==> config.mk <==
export PLATFORM = sky130hd
export DESIGN_NAME = flash_cmd_seq
export DESIGN_NICKNAME = d
export VERILOG_FILES = /design/src/rtl/fcs_pkg.sv /design/src/rtl/fcs_decoder.sv /design/src/rtl/fcs_wsm.sv /design/src/rtl/fcs_status.sv /design/src/rtl/flash_cmd_seq.sv
export SDC_FILE = /design/constraint.sdc
export NUM_CORES = 1
export LEC_CHECK = 0
export ABC_CLOCK_PERIOD_IN_PS = 2600
export BUFFER_PORTS_ARGS = -buffer_cell sky130_fd_sc_hd__buf_2
export CAP_MARGIN = 20
export CORE_ASPECT_RATIO = 0.75
export CORE_MARGIN = 10
export CORE_UTILIZATION = 54
export CTS_CLUSTER_SIZE = 20
export DETAILED_ROUTE_END_ITERATION = 10
export GPL_TIMING_DRIVEN = 1
export HOLD_SLACK_MARGIN = 0.05
export PLACE_DENSITY_LB_ADDON = 0.2
export SLEW_MARGIN = 20
export SYNTH_ARGS = -nofsm -noshare
export SYNTH_HDL_FRONTEND = slang
export SYNTH_SLANG_ARGS = --single-unit
==> constraint.sdc <==
create_clock -name clk -period 2.6 [get_ports clk]
set_clock_uncertainty 0.1 [all_clocks]
set_input_delay 0.39 -clock clk [delete_from_list [all_inputs] [get_ports clk]]
set_output_delay 0.39 -clock clk [all_outputs]
set_load 0.005 [all_outputs]
==> src/rtl/fcs_pkg.sv <==
package fcs_pkg;

  typedef enum logic [1:0] {RM_ARRAY, RM_IDENT, RM_CSR, RM_XSR} rmode_e;
  typedef enum logic [1:0] {SQ_IDLE, SQ_PGM, SQ_ERASE, SQ_LOCK} seq_e;

  localparam logic [7:0] C_RD_ARRAY = 8'hFF;
  localparam logic [7:0] C_IDENT    = 8'h90;
  localparam logic [7:0] C_RD_CSR   = 8'h70;
  localparam logic [7:0] C_RD_XSR   = 8'h71;
  localparam logic [7:0] C_CLEAR    = 8'h50;
  localparam logic [7:0] C_PGM_A    = 8'h40;
  localparam logic [7:0] C_PGM_B    = 8'h10;
  localparam logic [7:0] C_ERASE    = 8'h20;
  localparam logic [7:0] C_LOCK     = 8'h77;
  localparam logic [7:0] C_SUSPEND  = 8'hB0;
  localparam logic [7:0] C_CONFIRM  = 8'hD0;

  // identifier word; byte mode returns only the low byte of each code
  function automatic logic [15:0] ident_word(input logic dev_sel, input logic bytem);
    logic [15:0] w;
    w = dev_sel ? 16'h66A0 : 16'h0089;
    return bytem ? {8'h00, w[7:0]} : w;
  endfunction

  // status byte layout shared by all three register kinds
  function automatic logic [7:0] status_byte(input logic rdy, input logic b6,
                                             input logic b5, input logic b4);
    return {rdy, b6, b5, b4, 4'b0000};
  endfunction

endpackage

==> src/rtl/fcs_decoder.sv <==
module fcs_decoder
  import fcs_pkg::*;
(
  input  logic       clk,
  input  logic       rst_n,
  input  logic       wr_stb,
  input  logic [7:0] cmd,
  output rmode_e     mode,
  output logic       ev_pgm,
  output logic       ev_erase,
  output logic       ev_lock,
  output logic       ev_seqerr,
  output logic       ev_clear,
  output logic       ev_susp,
  output logic       ev_resume
);
  seq_e   seq_q;
  rmode_e mode_q;

  assign mode = mode_q;

  always_comb begin
    ev_pgm = 1'b0; ev_erase = 1'b0; ev_lock = 1'b0; ev_seqerr = 1'b0;
    ev_clear = 1'b0; ev_susp = 1'b0; ev_resume = 1'b0;
    if (wr_stb) begin
      case (seq_q)
        SQ_PGM:   ev_pgm = 1'b1;
        SQ_ERASE: begin ev_erase = (cmd == C_CONFIRM); ev_seqerr = (cmd != C_CONFIRM); end
        SQ_LOCK:  begin ev_lock  = (cmd == C_CONFIRM); ev_seqerr = (cmd != C_CONFIRM); end
        default: begin
          ev_clear  = (cmd == C_CLEAR);
          ev_susp   = (cmd == C_SUSPEND);
          ev_resume = (cmd == C_CONFIRM);
        end
      endcase
    end
  end

  always_ff @(posedge clk or negedge rst_n) begin
    if (!rst_n) begin
      seq_q  <= SQ_IDLE;
      mode_q <= RM_ARRAY;
    end else if (wr_stb) begin
      if (seq_q != SQ_IDLE) begin
        seq_q  <= SQ_IDLE;
        mode_q <= RM_CSR;
      end else begin
        case (cmd)
          C_RD_ARRAY:       mode_q <= RM_ARRAY;
          C_IDENT:          mode_q <= RM_IDENT;
          C_RD_CSR:         mode_q <= RM_CSR;
          C_RD_XSR:         mode_q <= RM_XSR;
          C_PGM_A, C_PGM_B: begin seq_q <= SQ_PGM;   mode_q <= RM_CSR; end
          C_ERASE:          begin seq_q <= SQ_ERASE; mode_q <= RM_CSR; end
          C_LOCK:           begin seq_q <= SQ_LOCK;  mode_q <= RM_CSR; end
          C_SUSPEND:        mode_q <= RM_CSR;
          default:          ;
        endcase
      end
    end
  end


  array_cmd_chk: assert property (@(posedge clk) disable iff (!rst_n)
    (wr_stb && seq_q == SQ_IDLE && cmd == C_RD_ARRAY) |=> (mode == RM_ARRAY));

endmodule

==> src/rtl/fcs_wsm.sv <==
module fcs_wsm #(
  parameter int PGM_CYCLES   = 6,
  parameter int ERASE_CYCLES = 20,
  parameter int BLK_W        = 5
) (
  input  logic             clk,
  input  logic             rst_n,
  input  logic             start,
  input  logic             start_erase,
  input  logic [BLK_W-1:0] start_blk,
  input  logic             susp_req,
  input  logic             resume_req,
  output logic             busy,
  output logic             suspended,
  output logic             running,
  output logic [BLK_W-1:0] op_blk
);
  localparam int MAXC  = (PGM_CYCLES > ERASE_CYCLES) ? PGM_CYCLES : ERASE_CYCLES;
  localparam int CNT_W = $clog2(MAXC + 1);

  function automatic logic [CNT_W-1:0] load_val(input logic erase);
    return erase ? CNT_W'(ERASE_CYCLES) : CNT_W'(PGM_CYCLES);
  endfunction

  logic [CNT_W-1:0] cnt_q;
  logic             erase_q;

  assign running = busy && !suspended;

  always_ff @(posedge clk or negedge rst_n) begin
    if (!rst_n) begin
      busy <= 1'b0; suspended <= 1'b0; cnt_q <= '0;
      erase_q <= 1'b0; op_blk <= '0;
    end else if (start && !busy) begin
      busy <= 1'b1; suspended <= 1'b0;
      cnt_q <= load_val(start_erase);
      erase_q <= start_erase; op_blk <= start_blk;
    end else if (running) begin
      if (cnt_q == CNT_W'(1)) begin
        busy <= 1'b0; cnt_q <= '0;
      end else begin
        cnt_q <= cnt_q - CNT_W'(1);
        if (susp_req && erase_q) suspended <= 1'b1;
      end
    end else if (busy && resume_req) begin
      suspended <= 1'b0;
    end
  end


  susp_hold_chk: assert property (@(posedge clk) disable iff (!rst_n)
    (suspended && !resume_req) |=> $stable(cnt_q));

  cnt_live_chk: assert property (@(posedge clk) disable iff (!rst_n)
    running |-> (cnt_q != '0));

endmodule

==> src/rtl/fcs_status.sv <==
module fcs_status
  import fcs_pkg::*;
#(
  parameter int NUM_BLOCKS = 32,
  parameter int BLK_W      = 5
) (
  input  logic                  clk,
  input  logic                  rst_n,
  input  logic                  clear,
  input  logic                  lock_set,
  input  logic                  err_pgm,
  input  logic                  err_erase,
  input  logic                  err_blk_set,
  input  logic [BLK_W-1:0]      blk,
  input  logic                  running,
  input  logic                  suspended,
  input  logic [BLK_W-1:0]      act_blk,
  output logic [7:0]            csr,
  output logic [7:0]            gsr,
  output logic [7:0]            bsr_rd,
  output logic [NUM_BLOCKS-1:0] lock_vec
);
  logic                  pgm_err_q, ers_err_q, dev_err_q;
  logic [NUM_BLOCKS-1:0] blk_err_q;

  always_ff @(posedge clk or negedge rst_n) begin
    if (!rst_n) begin
      pgm_err_q <= 1'b0; ers_err_q <= 1'b0; dev_err_q <= 1'b0;
    end else if (clear) begin
      pgm_err_q <= 1'b0; ers_err_q <= 1'b0; dev_err_q <= 1'b0;
    end else begin
      if (err_pgm)              pgm_err_q <= 1'b1;
      if (err_erase)            ers_err_q <= 1'b1;
      if (err_pgm || err_erase) dev_err_q <= 1'b1;
    end
  end

  for (genvar g = 0; g < NUM_BLOCKS; g++) begin : g_blk
    always_ff @(posedge clk or negedge rst_n) begin
      if (!rst_n) begin
        lock_vec[g]  <= 1'b0;
        blk_err_q[g] <= 1'b0;
      end else begin
        if (lock_set && blk == BLK_W'(g)) lock_vec[g] <= 1'b1;
        if (clear) blk_err_q[g] <= 1'b0;
        else if (err_blk_set && blk == BLK_W'(g)) blk_err_q[g] <= 1'b1;
      end
    end
  end

  assign csr    = status_byte(!running, suspended, ers_err_q, pgm_err_q);
  assign gsr    = status_byte(!running, suspended, dev_err_q, 1'b0);
  assign bsr_rd = status_byte(!(running && act_blk == blk), lock_vec[blk], blk_err_q[blk], 1'b0);


  clear_chk: assert property (@(posedge clk) disable iff (!rst_n)
    clear |=> (csr[5:3] == 3'b000 && gsr[5] == 1'b0 && blk_err_q == '0));

  lock_set_chk: assert property (@(posedge clk) disable iff (!rst_n)
    lock_set |=> lock_vec[$past(blk)]);

endmodule

==> src/rtl/flash_cmd_seq.sv <==
module flash_cmd_seq
  import fcs_pkg::*;
#(
  parameter int NUM_BLOCKS   = 32,
  parameter int ADDR_W       = 21,
  parameter int PGM_CYCLES   = 6,
  parameter int ERASE_CYCLES = 20
) (
  input  logic              clk,
  input  logic              rst_n,
  input  logic              en_a_n,
  input  logic              en_b_n,
  input  logic              rd_en_n,
  input  logic              wr_en_n,
  input  logic              byte_mode,
  input  logic              protect_n,
  input  logic [ADDR_W-1:0] addr,
  input  logic [15:0]       wdata,
  input  logic [15:0]       arr_rdata,
  output logic [15:0]       rdata,
  output logic              rdata_oe,
  output logic              busy_n,
  output logic              op_go,
  output logic              op_erase,
  output logic              op_byte,
  output logic [ADDR_W-1:0] op_addr,
  output logic [15:0]       op_wdata
);
  localparam int BLK_W = $clog2(NUM_BLOCKS);
  localparam int OFS_W = ADDR_W - BLK_W;

  // 1 = block status, 2 = global status, 0 = nothing
  function automatic logic [1:0] xsr_slot(input logic [OFS_W-1:0] ofs, input logic bytem);
    logic [OFS_W-1:0] o;
    o = bytem ? ofs : {ofs[OFS_W-1:1], 1'b0};
    if (o == OFS_W'(2)) return 2'd1;
    if (o == OFS_W'(4)) return 2'd2;
    return 2'd0;
  endfunction

  logic             sel, we_q, wr_stb;
  logic [BLK_W-1:0] blk;
  rmode_e           mode;
  logic ev_pgm, ev_erase, ev_lock, ev_seqerr, ev_clear, ev_susp, ev_resume;
  logic wsm_busy, wsm_susp, wsm_run;
  logic [BLK_W-1:0] act_blk;
  logic [7:0] csr, gsr, bsr_rd;
  logic [NUM_BLOCKS-1:0] lock_vec;
  logic guard, refuse, err_pgm, err_erase;
  logic [15:0] word;

  assign sel    = !en_a_n && !en_b_n;
  assign wr_stb = sel && rd_en_n && !wr_en_n && we_q;
  assign blk    = addr[ADDR_W-1 -: BLK_W];

  always_ff @(posedge clk or negedge rst_n) begin
    if (!rst_n) we_q <= 1'b1;
    else        we_q <= wr_en_n;
  end

  fcs_decoder u_dec (
    .clk(clk), .rst_n(rst_n), .wr_stb(wr_stb), .cmd(wdata[7:0]), .mode(mode),
    .ev_pgm(ev_pgm), .ev_erase(ev_erase), .ev_lock(ev_lock), .ev_seqerr(ev_seqerr),
    .ev_clear(ev_clear), .ev_susp(ev_susp), .ev_resume(ev_resume)
  );

  assign guard     = !protect_n && lock_vec[blk];
  assign refuse    = (ev_pgm || ev_erase) && !wsm_busy && guard;
  assign op_go     = (ev_pgm || ev_erase) && !wsm_busy && !guard;
  assign op_erase  = ev_erase;
  assign op_byte   = byte_mode;
  assign op_addr   = addr;
  assign op_wdata  = byte_mode ? {8'h00, wdata[7:0]} : wdata;
  assign err_pgm   = (refuse && ev_pgm) || ev_seqerr;
  assign err_erase = (refuse && ev_erase) || ev_seqerr;

  fcs_wsm #(.PGM_CYCLES(PGM_CYCLES), .ERASE_CYCLES(ERASE_CYCLES), .BLK_W(BLK_W)) u_wsm (
    .clk(clk), .rst_n(rst_n), .start(op_go), .start_erase(ev_erase), .start_blk(blk),
    .susp_req(ev_susp), .resume_req(ev_resume), .busy(wsm_busy), .suspended(wsm_susp),
    .running(wsm_run), .op_blk(act_blk)
  );

  fcs_status #(.NUM_BLOCKS(NUM_BLOCKS), .BLK_W(BLK_W)) u_stat (
    .clk(clk), .rst_n(rst_n), .clear(ev_clear), .lock_set(ev_lock && !wsm_busy),
    .err_pgm(err_pgm), .err_erase(err_erase), .err_blk_set(refuse), .blk(blk),
    .running(wsm_run), .suspended(wsm_susp), .act_blk(act_blk),
    .csr(csr), .gsr(gsr), .bsr_rd(bsr_rd), .lock_vec(lock_vec)
  );

  assign busy_n = !(rst_n && wsm_run);

  always_comb begin
    word = 16'h0000;
    case (mode)
      RM_ARRAY: word = arr_rdata;
      RM_IDENT: word = ident_word(byte_mode ? addr[0] : addr[1], byte_mode);
      RM_CSR:   word = {8'h00, csr};
      default: begin
        case (xsr_slot(addr[OFS_W-1:0], byte_mode))
          2'd1:    word = {8'h00, bsr_rd};
          2'd2:    word = {8'h00, gsr};
          default: word = 16'h0000;
        endcase
      end
    endcase
    if (byte_mode) begin
      if (mode == RM_ARRAY && addr[0]) word = {8'h00, arr_rdata[15:8]};
      else                             word[15:8] = 8'h00;
    end
  end

  assign rdata_oe = sel && !rd_en_n;
  assign rdata    = rdata_oe ? word : 16'h0000;


  go_busy_chk: assert property (@(posedge clk) disable iff (!rst_n)
    op_go |=> !busy_n);

  drop_busy_chk: assert property (@(posedge clk) disable iff (!rst_n)
    (wsm_busy && (ev_pgm || ev_erase || ev_lock)) |-> !op_go);

endmodule

==> summary.txt <==
GRT Util Overall - 21.70%
final setup vio count - 2
Final Util - 69.09%
row count - 30
die width - 131.7 um
Worst-Skew Late Latency - 0.34 ns
post-synthesis cell type count - 56
routability cong. - 0.8901
Slew Viols, Final - 0
most common cell in the netlist - dfrtp_1
worst reg2reg path depth - 7
fin crit period - 2.626 ns
Synth top cells by count - dfrtp_1 (84), nand2_1 (74), buf_4 (34), a21o_1 (32), nor2_1 (29)
# DRC - 0
CTS tree - built
Synth area leaders - dfrtp_1 (42%), nand2_1 (5.5%), buf_4 (5.1%)
share of flip-flops with an asynchronous set or reset - 100.0%
Filler cells - 733
Longest Clk Path Bufs - 2
Worst Path Max Fanout - 2
Root Buffer - clkbuf_16
Post-synth EDFFs - 0
largest net degree at the start of global routing - 65
fin nets - 723
Clock Power Share - 39.0%
reg2reg setup slack - 0.10 ns
Port Buffers - 118
Flop pwr share - 45.7%
vias in the first global route - 4527
crit share post-route - 101.0%
Reg-to-Reg End - u_stat.blk_err_q[0]
Syn Inst Count - 541
first-pass GRT wire length - 24430 um
Die H - 103.8 um
clock sink count - 85
GRT Residual Overflow - 0
final hold vios - 0
Worst setup EP type - primary output
fin area - 6276 um2
Critical Path Start Type - input port
Netlist Area Pre-Place - 5051 um2
max_slew headroom - 53.54%
ant diodes - 0
switch share - 26.35%
register area share after synthesis - 42.14%
crit path DAT - 2.14 ns
switching power of the nets - 794.6 uW
final setup margin - -0.02605 ns
register bit total from synthesis - 85
layout cell share with drive strength beyond 1 - 32.48%
starting density of the core - 55.61%
HP Start - u_stat.lock_vec[6]
Hold Path Stages - 1
worst hold path class - register to register
Reg clk slew, reported paths - 0.06 ns
Post-Syn Nets - 604
Crit Reg-Reg Startpoint - we_q
H-tree depth - 3
Pre-antenna DRT Iters - 5
WL final - 14970 um
Worst EP required - 2.11 ns
Crit Path Class - input port to primary output
Post-DP HPWL - 11360 um
Worst VDD drop - 0.6928 mV
status - finished, violations left
Max-cap violations - 0
core area - 9084 um2
area share of the largest cell type after synthesis - 41.62%
failing checks - negative setup slack
Yosys warnings - 0
initial antenna violation count - 0
Comb pwr share - 15.3%
vias per inst - 5.724
Power Density - 480.4 nW/um2
Post-synth top flop - dfrtp_1
cell area after placement - 5858 um2
Inserted Clock Buffers - 9
die area - 13660 um2
Synth Area per Inst - 9.337 um2
First DRT Iteration DRCs - 434
leakage power - 3.250 nW
Hold Path Sink - u_stat.lock_vec[6]
Synth area leader - dfrtp_1
Area Growth Syn to Fin - 24.25%
unrepaired setup endpoints after global routing - yes
IO Pins - 119
Vias - 4539
internal power - 2.220 mW
WL/cell - 18.88 um
worst-margin pin slew - 0.6916 ns
Achievable Freq - 0.3808 GHz
antenna viol nets, final - 0
cells in the final DEF (no fill, tap or decap), drive strengths merged, types with 4 or more instances in the layout:
| cell type | count |
|---|---|
| buf | 169 |
| dfrtp | 84 |
| nand2 | 74 |
| a21o | 33 |
| o21ai | 32 |
| nor2 | 29 |
| nor3 | 28 |
| a21oi | 25 |
| nor2b | 17 |
| a22o | 17 |
| and2 | 13 |
| inv | 12 |
| clkbuf | 12 |
| mux4 | 11 |
| nand3 | 10 |
| mux2i | 10 |
| mux2 | 9 |
| nand2b | 8 |
| nor4 | 8 |
| o22ai | 5 |
| xnor2 | 4 |
| a31oi | 4 |
| nand4 | 4 |
| and3 | 4 |
| nor3b | 4 |
kinds of logic (layout without fill, tap and decap cells):
kind of cell	after synthesis	after routing	synth area share [%]
adder cells (fa/ha/maj)	2	2	0.4953
buffers and inverters	75	199	8.695
flip-flops	85	85	42.14
AND/OR/NAND/NOR	211	211	21.28
AO/OA/AOI/OAI	131	131	17.29
multiplexers	30	30	8.893
XOR/XNOR	7	7	1.214
power groups by stage:
stage          registers (mW)  logic (mW)  clock network (mW)
3_5_place_dp             1.40       0.445                   0
3_3_place_gp             1.40       0.431                   0
2_1_floorplan            1.39       0.265                   0
4_1_cts                  1.38       0.455                1.20
6_report                 1.38       0.461                1.18
5_1_grt                  1.38       0.512                1.25
repair_timing:
| item | CTS | global route |
|---|---|---|
| buffers inserted | 2 | 1 |
| hold buffers | 2 | 0 |
| hold endpoints to repair | 21 | 0 |
| gates resized for setup | 14 | 10 |
| pin swaps | 5 | 7 |
| setup endpoints to repair | 3 | 13 |
| cloned | 0 | 0 |
how the worst max path moves through the flow:
stage                          end  depth (start not counted)                start  slack, ns
after global routing      rdata[5]                          9              addr[3]      -0.14
after detailed placement  rdata[5]                          8              addr[3]      -0.16
after global placement       op_go                          9             addr[17]      -0.12
after CTS                 rdata[5]                          5  u_stat.blk_err_q[7]      -0.02
after floorplan           rdata[5]                          5             addr[16]       0.11
final                     rdata[5]                          9              addr[3]      -0.03
worst max-delay path, cell delays in order:
cell	delay, ns
buf_6	0.09
or4_4	0.54
nor4_4	0.15
nand4_1	0.18
buf_4	0.20
nor3b_4	0.22
a21oi_2	0.08
a21oi_1	0.14
buf_2	0.14
metrics by stage:
stage	hold slack, ns	instances	total power, mW	TNS (ns)	setup WS (ns)
after floorplan	-0.005591	541	1.654	0	0.1133
after global placement	0.2167	772	1.830	-0.4745	-0.1193
after detailed placement	0.2188	772	1.845	-0.8834	-0.1607
after CTS	0.3478	792	3.031	-0.04105	-0.02285
after global routing	0.3656	793	3.144	-0.4095	-0.1437
final	0.3514	793	3.015	-0.04873	-0.02605
state kept, by name, indices dropped and copies added, names as in the netlist, 2 cells and up:
register / cells
u_wsm.cnt_q: 5
u_wsm.op_blk: 5
u_stat.blk_err_q: 32
u_stat.lock_vec: 32
u_dec.mode: 2
u_dec.seq_q: 2
area by class of cell:
| class | instances | area [um2] | share of cell area (%) |
|---|---|---|---|
| Inverter | 12 | 47.55 | 0.7576 |
| Clock buffer | 12 | 246.5 | 3.927 |
| Timing Repair Buffer | 171 | 1105 | 17.60 |
| Multi-Input combinational cell | 381 | 2564 | 40.85 |
| Tap cell | 128 | 160.2 | 2.552 |
| Sequential cell | 85 | 2128 | 33.91 |
| Clock inverter | 4 | 25.02 | 0.3987 |
per-layer routing:
metal | track usage (%) | wire length, um
met1 | 29.26 | 6664
met2 | 33.45 | 6825
met3 | 7.143 | 1337
met4 | 4.120 | 142
met5 | 0 | 0
Power figures use the tool's default switching activity.
